### src/rtl/tew_pkg.sv
// Shared types and fixed field positions for the mapping table entry writer.
// Assumes a 64-bit memory word and 8-byte level-1 descriptors.
package tew_pkg;
    typedef enum logic [1:0] {
        ST_IDLE  = 2'd0,
        ST_L1RD  = 2'd1,
        ST_WRITE = 2'd2,
        ST_RESP  = 2'd3
    } tew_state_t;

    localparam int DESC_VALID_BIT  = 63;
    localparam int L2_ADDR_MSB     = 50;
    localparam int DESC_BYTES_LOG2 = 3;
endpackage

### src/rtl/tew_entry_build.sv
// Assembles a 64-bit table entry from the request payload.
// kind=0: collection (valid in bit 0, target above it).
// kind=1: device (valid in bit 0, size, then table address).
// map=0 yields an all-zero entry. Assumes SZ_W+ITT_W < 64 and TGT_W < 64.
module tew_entry_build #(
    parameter int TGT_W = 16,
    parameter int SZ_W  = 5,
    parameter int ITT_W = 44
) (
    input  logic             kind,
    input  logic             map,
    input  logic [TGT_W-1:0] target,
    input  logic [SZ_W-1:0]  size,
    input  logic [ITT_W-1:0] itt,
    output logic [63:0]      entry
);
    localparam int ITT_LSB = SZ_W + 1;
    localparam int ITT_MSB = SZ_W + ITT_W;

    // Place payload fields by entry kind.
    always_comb begin
        entry = '0;
        if (map) begin
            entry[0] = 1'b1;
            if (kind) begin
                entry[SZ_W:1]          = size;
                entry[ITT_MSB:ITT_LSB] = itt;
            end else begin
                entry[TGT_W:1] = target;
            end
        end
    end
endmodule

### src/rtl/tew_addr_gen.sv
// Computes the flat entry address, the level-1 descriptor address and the
// level-2 entry address. Page and entry sizes are powers of two given as
// log2; assumes page_log2 >= 3 and esize_log2 <= page_log2.
module tew_addr_gen
    import tew_pkg::*;
#(
    parameter int ADDR_W = 52,
    parameter int IDX_W  = 32,
    parameter int PG_W   = 5,
    parameter int ES_W   = 3
) (
    input  logic [ADDR_W-1:0] base,
    input  logic [IDX_W-1:0]  index,
    input  logic [PG_W-1:0]   page_log2,
    input  logic [ES_W-1:0]   esize_log2,
    input  logic [ADDR_W-1:0] l2_base,
    output logic [ADDR_W-1:0] flat_addr,
    output logic [ADDR_W-1:0] l1_addr,
    output logic [ADDR_W-1:0] l2_addr
);
    logic [PG_W-1:0]  l1_shift;
    logic [PG_W-1:0]  slot_bits;
    logic [IDX_W-1:0] l1_idx;
    logic [IDX_W-1:0] slot_mask;
    logic [IDX_W-1:0] slot;

    // Split the index: page number selects the descriptor, low bits the slot.
    always_comb begin
        l1_shift  = page_log2 - PG_W'(DESC_BYTES_LOG2);
        slot_bits = page_log2 - PG_W'(esize_log2);
        l1_idx    = index >> l1_shift;
        slot_mask = (IDX_W'(1) << slot_bits) - IDX_W'(1);
        slot      = index & slot_mask;
    end

    // Form the three candidate byte addresses.
    always_comb begin
        flat_addr = base + (ADDR_W'(index) << DESC_BYTES_LOG2);
        l1_addr   = base + (ADDR_W'(l1_idx) << DESC_BYTES_LOG2);
        l2_addr   = l2_base + (ADDR_W'(slot) << esize_log2);
    end
endmodule

### src/rtl/tbl_entry_writer.sv
// Mapping table entry writer: takes one request at a time, optionally walks
// a level-1 descriptor, writes the entry and pulses done with a status.
// Assumes configuration inputs stay stable while a request is in flight,
// and ADDR_W >= 51 so a full level-2 page address fits.
module tbl_entry_writer
    import tew_pkg::*;
#(
    parameter int ADDR_W = 52,
    parameter int IDX_W  = 32,
    parameter int TGT_W  = 16,
    parameter int SZ_W   = 5,
    parameter int ITT_W  = 44,
    parameter int PG_W   = 5,
    parameter int ES_W   = 3
) (
    input  logic              clk,
    input  logic              rst_n,
    input  logic              req_valid,
    output logic              req_ready,
    input  logic              req_kind,
    input  logic              req_map,
    input  logic [IDX_W-1:0]  req_index,
    input  logic [TGT_W-1:0]  req_target,
    input  logic [SZ_W-1:0]   req_size,
    input  logic [ITT_W-1:0]  req_itt,
    input  logic              cfg_tbl_valid,
    input  logic              cfg_indirect,
    input  logic [ADDR_W-1:0] cfg_base,
    input  logic [PG_W-1:0]   cfg_page_log2,
    input  logic [ES_W-1:0]   cfg_esize_log2,
    output logic              mem_req,
    output logic              mem_we,
    output logic [ADDR_W-1:0] mem_addr,
    output logic [63:0]       mem_wdata,
    input  logic              mem_ack,
    input  logic              mem_err,
    input  logic [63:0]       mem_rdata,
    output logic              done,
    output logic              done_err
);
    tew_state_t        state;
    logic [IDX_W-1:0]  cap_index;
    logic [63:0]       cap_entry;
    logic [ADDR_W-1:0] cap_l2;
    logic              err_q;
    logic [63:0]       built_entry;
    logic [ADDR_W-1:0] flat_addr;
    logic [ADDR_W-1:0] l1_addr;
    logic [ADDR_W-1:0] l2_addr;

    tew_entry_build #(.TGT_W(TGT_W), .SZ_W(SZ_W), .ITT_W(ITT_W)) u_build (
        .kind   (req_kind),
        .map    (req_map),
        .target (req_target),
        .size   (req_size),
        .itt    (req_itt),
        .entry  (built_entry)
    );

    tew_addr_gen #(.ADDR_W(ADDR_W), .IDX_W(IDX_W), .PG_W(PG_W), .ES_W(ES_W)) u_addr (
        .base       (cfg_base),
        .index      (cap_index),
        .page_log2  (cfg_page_log2),
        .esize_log2 (cfg_esize_log2),
        .l2_base    (cap_l2),
        .flat_addr  (flat_addr),
        .l1_addr    (l1_addr),
        .l2_addr    (l2_addr)
    );

    // Walk sequencer: accept, optional descriptor fetch, write, respond.
    always_ff @(posedge clk) begin
        if (!rst_n) begin
            state     <= ST_IDLE;
            cap_index <= '0;
            cap_entry <= '0;
            cap_l2    <= '0;
            err_q     <= 1'b0;
        end else begin
            case (state)
                ST_IDLE: begin
                    if (req_valid) begin
                        cap_index <= req_index;
                        cap_entry <= built_entry;
                        err_q     <= 1'b0;
                        if (!cfg_tbl_valid)    state <= ST_RESP;
                        else if (cfg_indirect) state <= ST_L1RD;
                        else                   state <= ST_WRITE;
                    end
                end
                ST_L1RD: begin
                    if (mem_ack) begin
                        if (mem_err) begin
                            err_q <= 1'b1;
                            state <= ST_RESP;
                        end else if (mem_rdata[DESC_VALID_BIT]) begin
                            cap_l2 <= ADDR_W'(mem_rdata[L2_ADDR_MSB:0]);
                            state  <= ST_WRITE;
                        end else begin
                            state <= ST_RESP;
                        end
                    end
                end
                ST_WRITE: begin
                    if (mem_ack) begin
                        err_q <= mem_err;
                        state <= ST_RESP;
                    end
                end
                default: state <= ST_IDLE;
            endcase
        end
    end

    // Drive handshake, memory port and completion outputs from the state.
    always_comb begin
        req_ready = (state == ST_IDLE);
        mem_req   = (state == ST_L1RD) || (state == ST_WRITE);
        mem_we    = (state == ST_WRITE);
        mem_wdata = cap_entry;
        if (state == ST_L1RD)  mem_addr = l1_addr;
        else if (cfg_indirect) mem_addr = l2_addr;
        else                   mem_addr = flat_addr;
        done      = (state == ST_RESP);
        done_err  = (state == ST_RESP) && err_q;
    end
endmodule

### config.mk
export PLATFORM = sky130hd
export DESIGN_NAME = tbl_entry_writer
export DESIGN_NICKNAME = d
export VERILOG_FILES = /design/src/rtl/tew_pkg.sv /design/src/rtl/tew_entry_build.sv /design/src/rtl/tew_addr_gen.sv /design/src/rtl/tbl_entry_writer.sv
export SDC_FILE = /design/constraint.sdc
export NUM_CORES = 1
export LEC_CHECK = 0
export BUFFER_PORTS_ARGS = -buffer_cell sky130_fd_sc_hd__buf_2
export CORE_ASPECT_RATIO = 1.2
export CORE_MARGIN = 3
export CORE_UTILIZATION = 28
export CTS_CLUSTER_SIZE = 28
export DETAILED_ROUTE_END_ITERATION = 12
export MAX_ROUTING_LAYER = met4
export SLEW_MARGIN = 10
export SYNTH_ARGS = -nofsm -noshare
export SYNTH_HDL_FRONTEND = slang
export SYNTH_HIERARCHICAL = 1
export SYNTH_SLANG_ARGS = --single-unit
### constraint.sdc
create_clock -name clk -period 9.5 [get_ports clk]
set_input_delay 0.95 -clock clk [delete_from_list [all_inputs] [get_ports clk]]
set_output_delay 0.95 -clock clk [all_outputs]
set_load 0.005 [all_outputs]
======== Word level (Yosys, flattened, before mapping) ========
Cells that the tools add are included.
word-level totals
  input port bits ......................... 230
  register bits after elaboration ......... 136
  output and inout port bits .............. 121
cells by class
  add/sub/neg operators ................... 6
  reductions and logical operators ........ 8
  shift-type cells ........................ 3
  equality and inequality tests ........... 7
  muxes and demuxes ....................... 18
  bitwise gates (word level) .............. 2
operators by type and width
  kind                   number
  $add 52x35->52         2
  $mux 52                2
  $add 51x52->52         1
  $shl 32x3->52          1
  $mux 50                1
  $mux 33                1
  $and 32x32->32         1
  $shl 1x5->32 const A   1
  $shr 32x5->32          1
  $sub 32x2->32 const B  1
  $mux 16                1
  $mux 2                 5
  $mux 1                 6
  $ne 2x2->1 const B     3
  $pmux 2 s3             1
  $reduce_and 5->1       1
  $sub 5x2->5 const B    1
  $sub 5x3->5            1
  $eq 2x2->1 const B     2
  $reduce_and 4->1       1
  $pmux 1 s3             1
  $reduce_and 3->1       1
  $reduce_bool 3->1      1
  $eq 2x1->1 const B     1
  6 further kinds        6

======== Logic depth before layout (Yosys ltp) ========
Gate-level depths: netlist of run 1.
  depth in word-level cells ............... 8
  mapped depth ............................ 35
  gate-level depth less buffers ........... 30

======== By module ========
Netlist of run 1, hierarchy kept.
by module, submodules not included
  module            cells each  instances  seq. area each (sq um)  area each (sq um)
  tew_addr_gen      1458        1          0.0                     9813.2
  tbl_entry_writer  851         1          3002.9                  6917.9
  tew_entry_build   92          1          0.0                     691.9

======== Least setup slack after synthesis of run 1 ========
No wires, ideal clock.
  path type ............................... input to output
  start point ............................. input cfg_page_log2[0]
  end point ............................... output mem_addr[36]
  cell stages on the path ................. 33
  path slack .............................. 0.900 ns
  path buffers ............................ 4
  arrival ................................. 7.650 ns
  cells stage by stage .................... clkbuf_1 -> buf_1 -> clkbuf_1 -> inv_1 -> ha_1 -> fa_1 -> nand2b_1 -> o211ai_1 -> and2_2 -> buf_6 -> nand3_2 -> or3_1 -> ha_1 -> inv_1 -> nor2_1 -> a31oi_1 -> a2bb2oi_1 -> nor2_1 -> o21ai_0 -> o21ai_0 -> mux4_2 -> ha_1 -> a21oi_1 -> o21ai_0 -> a41o_1 -> o2bb2ai_1 -> a211o_1 -> o21ba_2 -> o2111a_1 -> or4_1 -> nand3_1 -> mux2i_1 -> o21ai_0
on the way
  cells in the longest elaborated chain, start to end .. 8
  elaborated cells on any way between the ends .. 11
  classes of those cells .................. add/sub (5); shift (3); mux (2); bitwise (1)
ends and longest elaborated chain
  item             line                     source
  start, declared  tbl_entry_writer.sv:29   input logic [PG_W-1:0] cfg_page_log2,
  $sub 5x3->5      tew_addr_gen.sv:30       slot_bits = page_log2 - PG_W'(esize_log2);
  $shl 1x5->32     tew_addr_gen.sv:32       slot_mask = (IDX_W'(1) << slot_bits) - IDX_W'(1);
  $sub 32x2->32    tew_addr_gen.sv:32
  $and 32x32->32   tew_addr_gen.sv:33       slot = index & slot_mask;
  $shl 32x3->52    tew_addr_gen.sv:40       l2_addr = l2_base + (ADDR_W'(slot) << esize_log2);
  $add 51x52->52   tew_addr_gen.sv:40
  net l2_addr[36]  tbl_entry_writer.sv:49   logic [ADDR_W-1:0] l2_addr;
  $mux 52          tbl_entry_writer.sv:122  else if (cfg_indirect) mem_addr = l2_addr;
  $mux 52          tbl_entry_writer.sv:121  if (state == ST_L1RD) mem_addr = l1_addr;
  end, declared    tbl_entry_writer.sv:33   output logic [ADDR_W-1:0] mem_addr,
The timed path passes the listed nets, and every way through them passes these cells.

======== Worst setup path in the final report of run 1 ========
  start point ............................. input cfg_page_log2[0]
  end point ............................... output mem_addr[44]
The elaborated chain is that of the path after synthesis.

==> out/results.ini, run 1 <==
[timing]
hold_violations=0
rsz0062_at_grt=no
setup_ws_ps=509
slew_violations=0
finalCritPeriodShare_pct=94.6
skew_ps=13.3
relSlewSlack_pct=25.6
maxClockFrequency_mhz=111
tightest_slew_ps=1120
finalCriticalPeriod_ps=8990
setup_viol=0
setup_tns_ps=0

[worst_setup_path]
slowest_stage=a31oi_1
crit_type=primary input to output port
max_stage_delay_ps=580
cp-end-kind=output port
crit_buf_inv=6
cp-start-kind=primary input
critPathRequiredTime_ps=8550
r2r_slack_ps=7030
path_max_fanout=13
cp_data_arrival_time_ps=8040
path_delay_family=compound AO/OA/AOI/OAI gates

[placement]
dp_cells=3426
dpl_cell_area_um2=19500
port_buffers=338
place_ws_ps=593
dp.final_hpwl_mm=50.7
place_congestion=0.948

[synth]
synth_flop_cell=dfxtp_1
avgSynthCellArea_um2=7.26
netlist_instances=2401
yosysSeqAreaShare_pct=17.2
synthArstFlopShare_pct=0
synth-edff-count=0
synth_cell_types=88
ys.warnings.count=6
synth_area_um2=17400
ys_seq_elements=150

[die]
core_um2=61200
ios=351
start_util_pct=28.5
die_area_um2=65300
die_h_um=279
rows=99
die_x_um=234

[cts]
cts-htree-levels=4
cts_setup_buffers=0
cts_buffer_depth=2
ctsHoldBuffers=0
cts.sinks=150
cts.clk_slew.worst_paths_ps=70
clk_latency_ps=480
cts_tree=built
cts_root_buf=clkbuf_16
cts.repair.resized=0
cts_inserted_buffers=17

[run]
drv_cap=0

[route]
drcViolationCount=0
vias_per_cell=5.21
vias=18100
wire_per_inst_um=18.2
antenna_left=0
first_iter_violations=1239
first_pass_iters=6
routed_wirelength_mm=63.1

[global_route]
grt_pass1_wl_mm=96.6
track_usage_pct=19.4
overflow=0
grt_antenna_before_repair=12
grt_max_degree=90
grt_pass1_vias=17400

[outcome]
run_status=completed

[layout]
design_area_um2=20100
mostFrequentLayoutCells=nand2_1 (484), buf_2 (336), o21ai_0 (177)
final_nets=2988
drive_above_1_share_pct=18.1
final_common_cell=nand2_1
fin_util_pct=32.9
stdcell_count=3467
syn_to_final_growth_pct=15.5

[power]
p_per_area_nw_per_um2=148
p_leak_nw=9.10
max-vdd-ir-drop_mv=0.133

[hold_path]
hold_path_class=flip-flop to flip-flop

## layout make-up
class	instances	area (um^2)
antenna	9	22.5
clock buffer	18	429
clock inverter	14	143
fill	6794	41100
inverter	42	158
multi-input combinational	2054	13400
sequential	150	3000
tap	808	1010
timing repair buffer	372	1950
## where the power goes
group / internal [mW] / total (mW) / switching, mW
logic: 0.590 / 1.51 / 0.919
registers: 0.690 / 0.773 / 0.0832
clock network: 0.368 / 0.695 / 0.327
## path summary, 6_finish.rpt
check | from | cells past startpoint | end
worst max register to register | state[1] | 6 | mem_wdata[6]
worst min register to register | mem_wdata[42] | 2 | mem_wdata[42]
worst min-delay path | mem_wdata[42] | 2 | mem_wdata[42]
worst max-delay path | cfg_page_log2[0] | 33 | mem_addr[44]
## layer usage
metal / GRT usage [%] / share of wire, %
met5: - / 0
met4: 7.76 / 3.8
met3: 2.41 / 4.8
met2: 33.3 / 49
met1: 23.0 / 42
## cell usage after synthesis (all sizes together) (72+ instances only)
library cell  instances  area (um^2)
xnor2                90          788
clkbuf               94          353
nor2                126          473
buf                  74          582
mux2i               124         1240
and3                 72          450
dfxtp               150         3000
ha                  117         1460
a21boi              150         1160
nand2               495         1890
a21oi               117          597
o21ai               180          901
## state kept, by name, summed over array words and instances, names as in the netlist
signal	flops
mem_wdata	64
state	2
cap_index	32
cap_l2	51
err_q	1
## cell families after synthesis
group | after synthesis | share of synthesized area (%)
compound gates | 707 | 27.1
xor+xnor | 148 | 7.44
fa+ha+maj | 121 | 8.86
buf+inv | 210 | 6.27
flops | 150 | 17.2
mux | 148 | 9.39
other cells | 3 | 0.0646
simple gates | 914 | 23.7
## worst register-to-register path, cell delays in order (launching register included)
cell and delay [ps]:
dfxtp_1 370, inv_1 180, ha_1 280, and2_4 490, buf_4 620, nand2_1 270
a21boi_0 180
## metrics by stage
stage / hold slack, ps / power [mW]
3_3_place_gp: 437 / 2.29
4_1_cts: 451 / 3.01
2_1_floorplan: 433 / 1.78
6_report: 451 / 2.98
3_5_place_dp: 442 / 2.29
5_1_grt: 473 / 3.20
Power figures use the tool's default switching activity.
==> run 2, diff against run 1 <==
--- a/config.mk
+++ b/config.mk
@@ -15,5 +15,4 @@
 export SLEW_MARGIN = 10
 export SYNTH_ARGS = -nofsm -noshare
 export SYNTH_HDL_FRONTEND = slang
-export SYNTH_HIERARCHICAL = 1
 export SYNTH_SLANG_ARGS = --single-unit
==> out/results.ini, run 2 <==
[outcome]
run_status=completed

[synth]
synth_flop_cell=dfxtp_1
yosysSeqAreaShare_pct=16.6  ; -0.64 points
yosysTopAreaCell=dfxtp_1
synth_cell_types=97  ; +10%
ys.warnings.count=0  ; -6
yosysTopAreaCellShare_pct=16.6  ; -0.64 points
synthArstFlopShare_pct=0  ; unchanged
synth-edff-count=0  ; unchanged
synth_area_um2=16400  ; -5.9%
synthTopCellsByArea=dfxtp_1 (17%), ha_1 (8.6%), nand2_1 (8.1%), a21oi_1 (5.3%), mux2i_1 (4.4%)
synthMostInstantiatedCell=nand2_1
synth_common_cells=nand2_1 (353), a21oi_1 (173), nor2_1 (161)
ys_seq_elements=136  ; -9.3%
netlist_instances=2292  ; -4.5%
avgSynthCellArea_um2=7.16  ; -1.4%

[die]
start_util_pct=28.5  ; +0.035 points
die_area_um2=61500  ; -5.7%
rows=96  ; -3.0%
core_um2=57500  ; -6.0%
die_h_um=271  ; -2.9%
die_x_um=227  ; -2.9%
ios=351  ; unchanged

[worst_setup_path]
path_max_fanout=34  ; +21
crit_type=primary input to output port
cp-end-kind=output port
cp_data_arrival_time_ps=7580  ; -460 ps
max_stage_delay_ps=570  ; about the same
slowest_stage=buf_2
cp-start-kind=primary input
critPathMostFrequentCell=ha_1
critPathRequiredTime_ps=8550  ; about the same

[route]
drcViolationCount=0  ; unchanged
wire_per_inst_um=20.1  ; +10%
first_pass_iters=8  ; +2
first_iter_violations=1355  ; +9.4%
routed_wirelength_mm=66.7  ; +5.6%
antenna_left=0  ; unchanged
vias_per_cell=5.44  ; +4.6%
vias=18100  ; +0.20%

[layout]
mostFrequentLayoutCells=nand2_1 (352), buf_2 (323), a21oi_1 (173)
top_register=cap_l2
final_common_cell=nand2_1
syn_to_final_growth_pct=19.2
final_nets=2902  ; -2.9%
design_area_um2=19600  ; -2.9%
drive_above_1_share_pct=20.3  ; +2.2 points
largest_register_ffs=51  ; -20%

[power]
max-vdd-ir-drop_mv=0.147  ; +11%
power.total_mw=3.15  ; +5.7%
p_per_area_nw_per_um2=161  ; +8.9%
p_leak_nw=8.34  ; -8.4%

[cts]
cts_inserted_buffers=17  ; unchanged
cts.repair.resized=0  ; unchanged
cts.clk_slew.worst_paths_ps=60  ; about the same
cts_buffer_depth=2  ; unchanged
cts-htree-levels=4  ; unchanged
clk_latency_ps=430  ; -50 ps
ctsHoldBuffers=0  ; unchanged
cts_tree=built
cts_root_buf=clkbuf_16
cts.sinks=136  ; -9.3%
cts_setup_buffers=0  ; unchanged

[timing]
rsz0062_at_grt=no
hold_violations=0  ; unchanged
relSlewSlack_pct=31.2  ; +5.7 points
slew_violations=0  ; unchanged
finalCritPeriodShare_pct=89.8  ; -4.9 points
tightest_slew_ps=1030  ; -86.4 ps
skew_ps=10.8  ; -2.47 ps
holdWs_ps=467  ; +16.3 ps
setup_viol=0  ; unchanged
finalCriticalPeriod_ps=8530  ; -463 ps
setup_tns_ps=0  ; unchanged
maxClockFrequency_mhz=117  ; +5.4%

[global_route]
grt_pass1_vias=17000  ; -2.1%
grt_max_degree=83  ; -7.8%
grt_pass1_wl_mm=100  ; +4.0%
overflow=0  ; unchanged
grt_antenna_before_repair=19  ; +7
track_usage_pct=21.5  ; +2.0 points

[run]
drv_cap=0  ; unchanged

[placement]
dp.final_hpwl_mm=54.4  ; +7.1%
port_buffers=324  ; -4.1%
dpl_cell_area_um2=18900  ; -3.4%
place_congestion=0.968  ; +2.1%

[hold_path]
hold_path_class=flip-flop to flip-flop

-- run 2: through the flow --
step           util, %  setup WS [ps]  std cells
6_report          34.0            972       3322
3_3_place_gp      32.8           1070       3271
3_5_place_dp      32.8            977       3271
4_1_cts           33.9            973       3303
2_1_floorplan        -            986       2306
5_1_grt           34.0            377       3322
-- run 2: cell type report --
class | instances | area, um^2
Antenna cell | 19 | 47.5
Clock buffer | 18 | 429
Clock inverter | 14 | 196
Fill cell | 6254 | 38000
Inverter | 53 | 199
Multi-Input combinational cell | 1954 | 12900
Sequential cell | 136 | 2720
Tap cell | 735 | 920
Timing Repair Buffer | 393 | 2140
-- run 2: final timing paths --
path	from	to	slack [ps]	cells after the start
max	cfg_esize_log2[1]	mem_addr[45]	970	27
min	mem_wdata[0]	mem_wdata[0]	470	2
max reg2reg	state[1]	cap_l2[13]	6090	7
min reg2reg	mem_wdata[0]	mem_wdata[0]	470	2
-- run 2: cell families after synthesis --
logic type	share of synthesized area [%]
flops	16.6
xor+xnor	6.30
mux	7.91
other cells	0.0229
simple gates	23.4
fa+ha+maj	9.11
compound gates	31.3
buf+inv	5.36
-- run 2: per-layer routing --
layer,part of all wire (%),global-route usage (%),vias to the layer above,wire length (um)
met5,0,-,-,0
met4,3.1,6.56,0,2060
met3,7.1,3.45,96,4740
met2,48,36.1,668,31900
met1,42,26.3,8398,28000
li1,-,-,8925,-
-- run 2: where the power goes --
group / total, mW / internal [mW] / switching (mW) / leakage (nW)
Clock: 0.720 / 0.441 / 0.278 / 0.297
Combinational: 1.71 / 0.652 / 1.06 / 6.94
Sequential: 0.717 / 0.621 / 0.0957 / 1.10
Total: 3.15 / 1.71 / 1.44 / 8.34
-- run 2: worst max-delay path, delay by kind of cell --
family          cells  cell delay [ps]
compound gates     10             2570
simple gates        6             1450
buf+inv             5             1330
fa+ha+maj           3              750
mux                 3              540
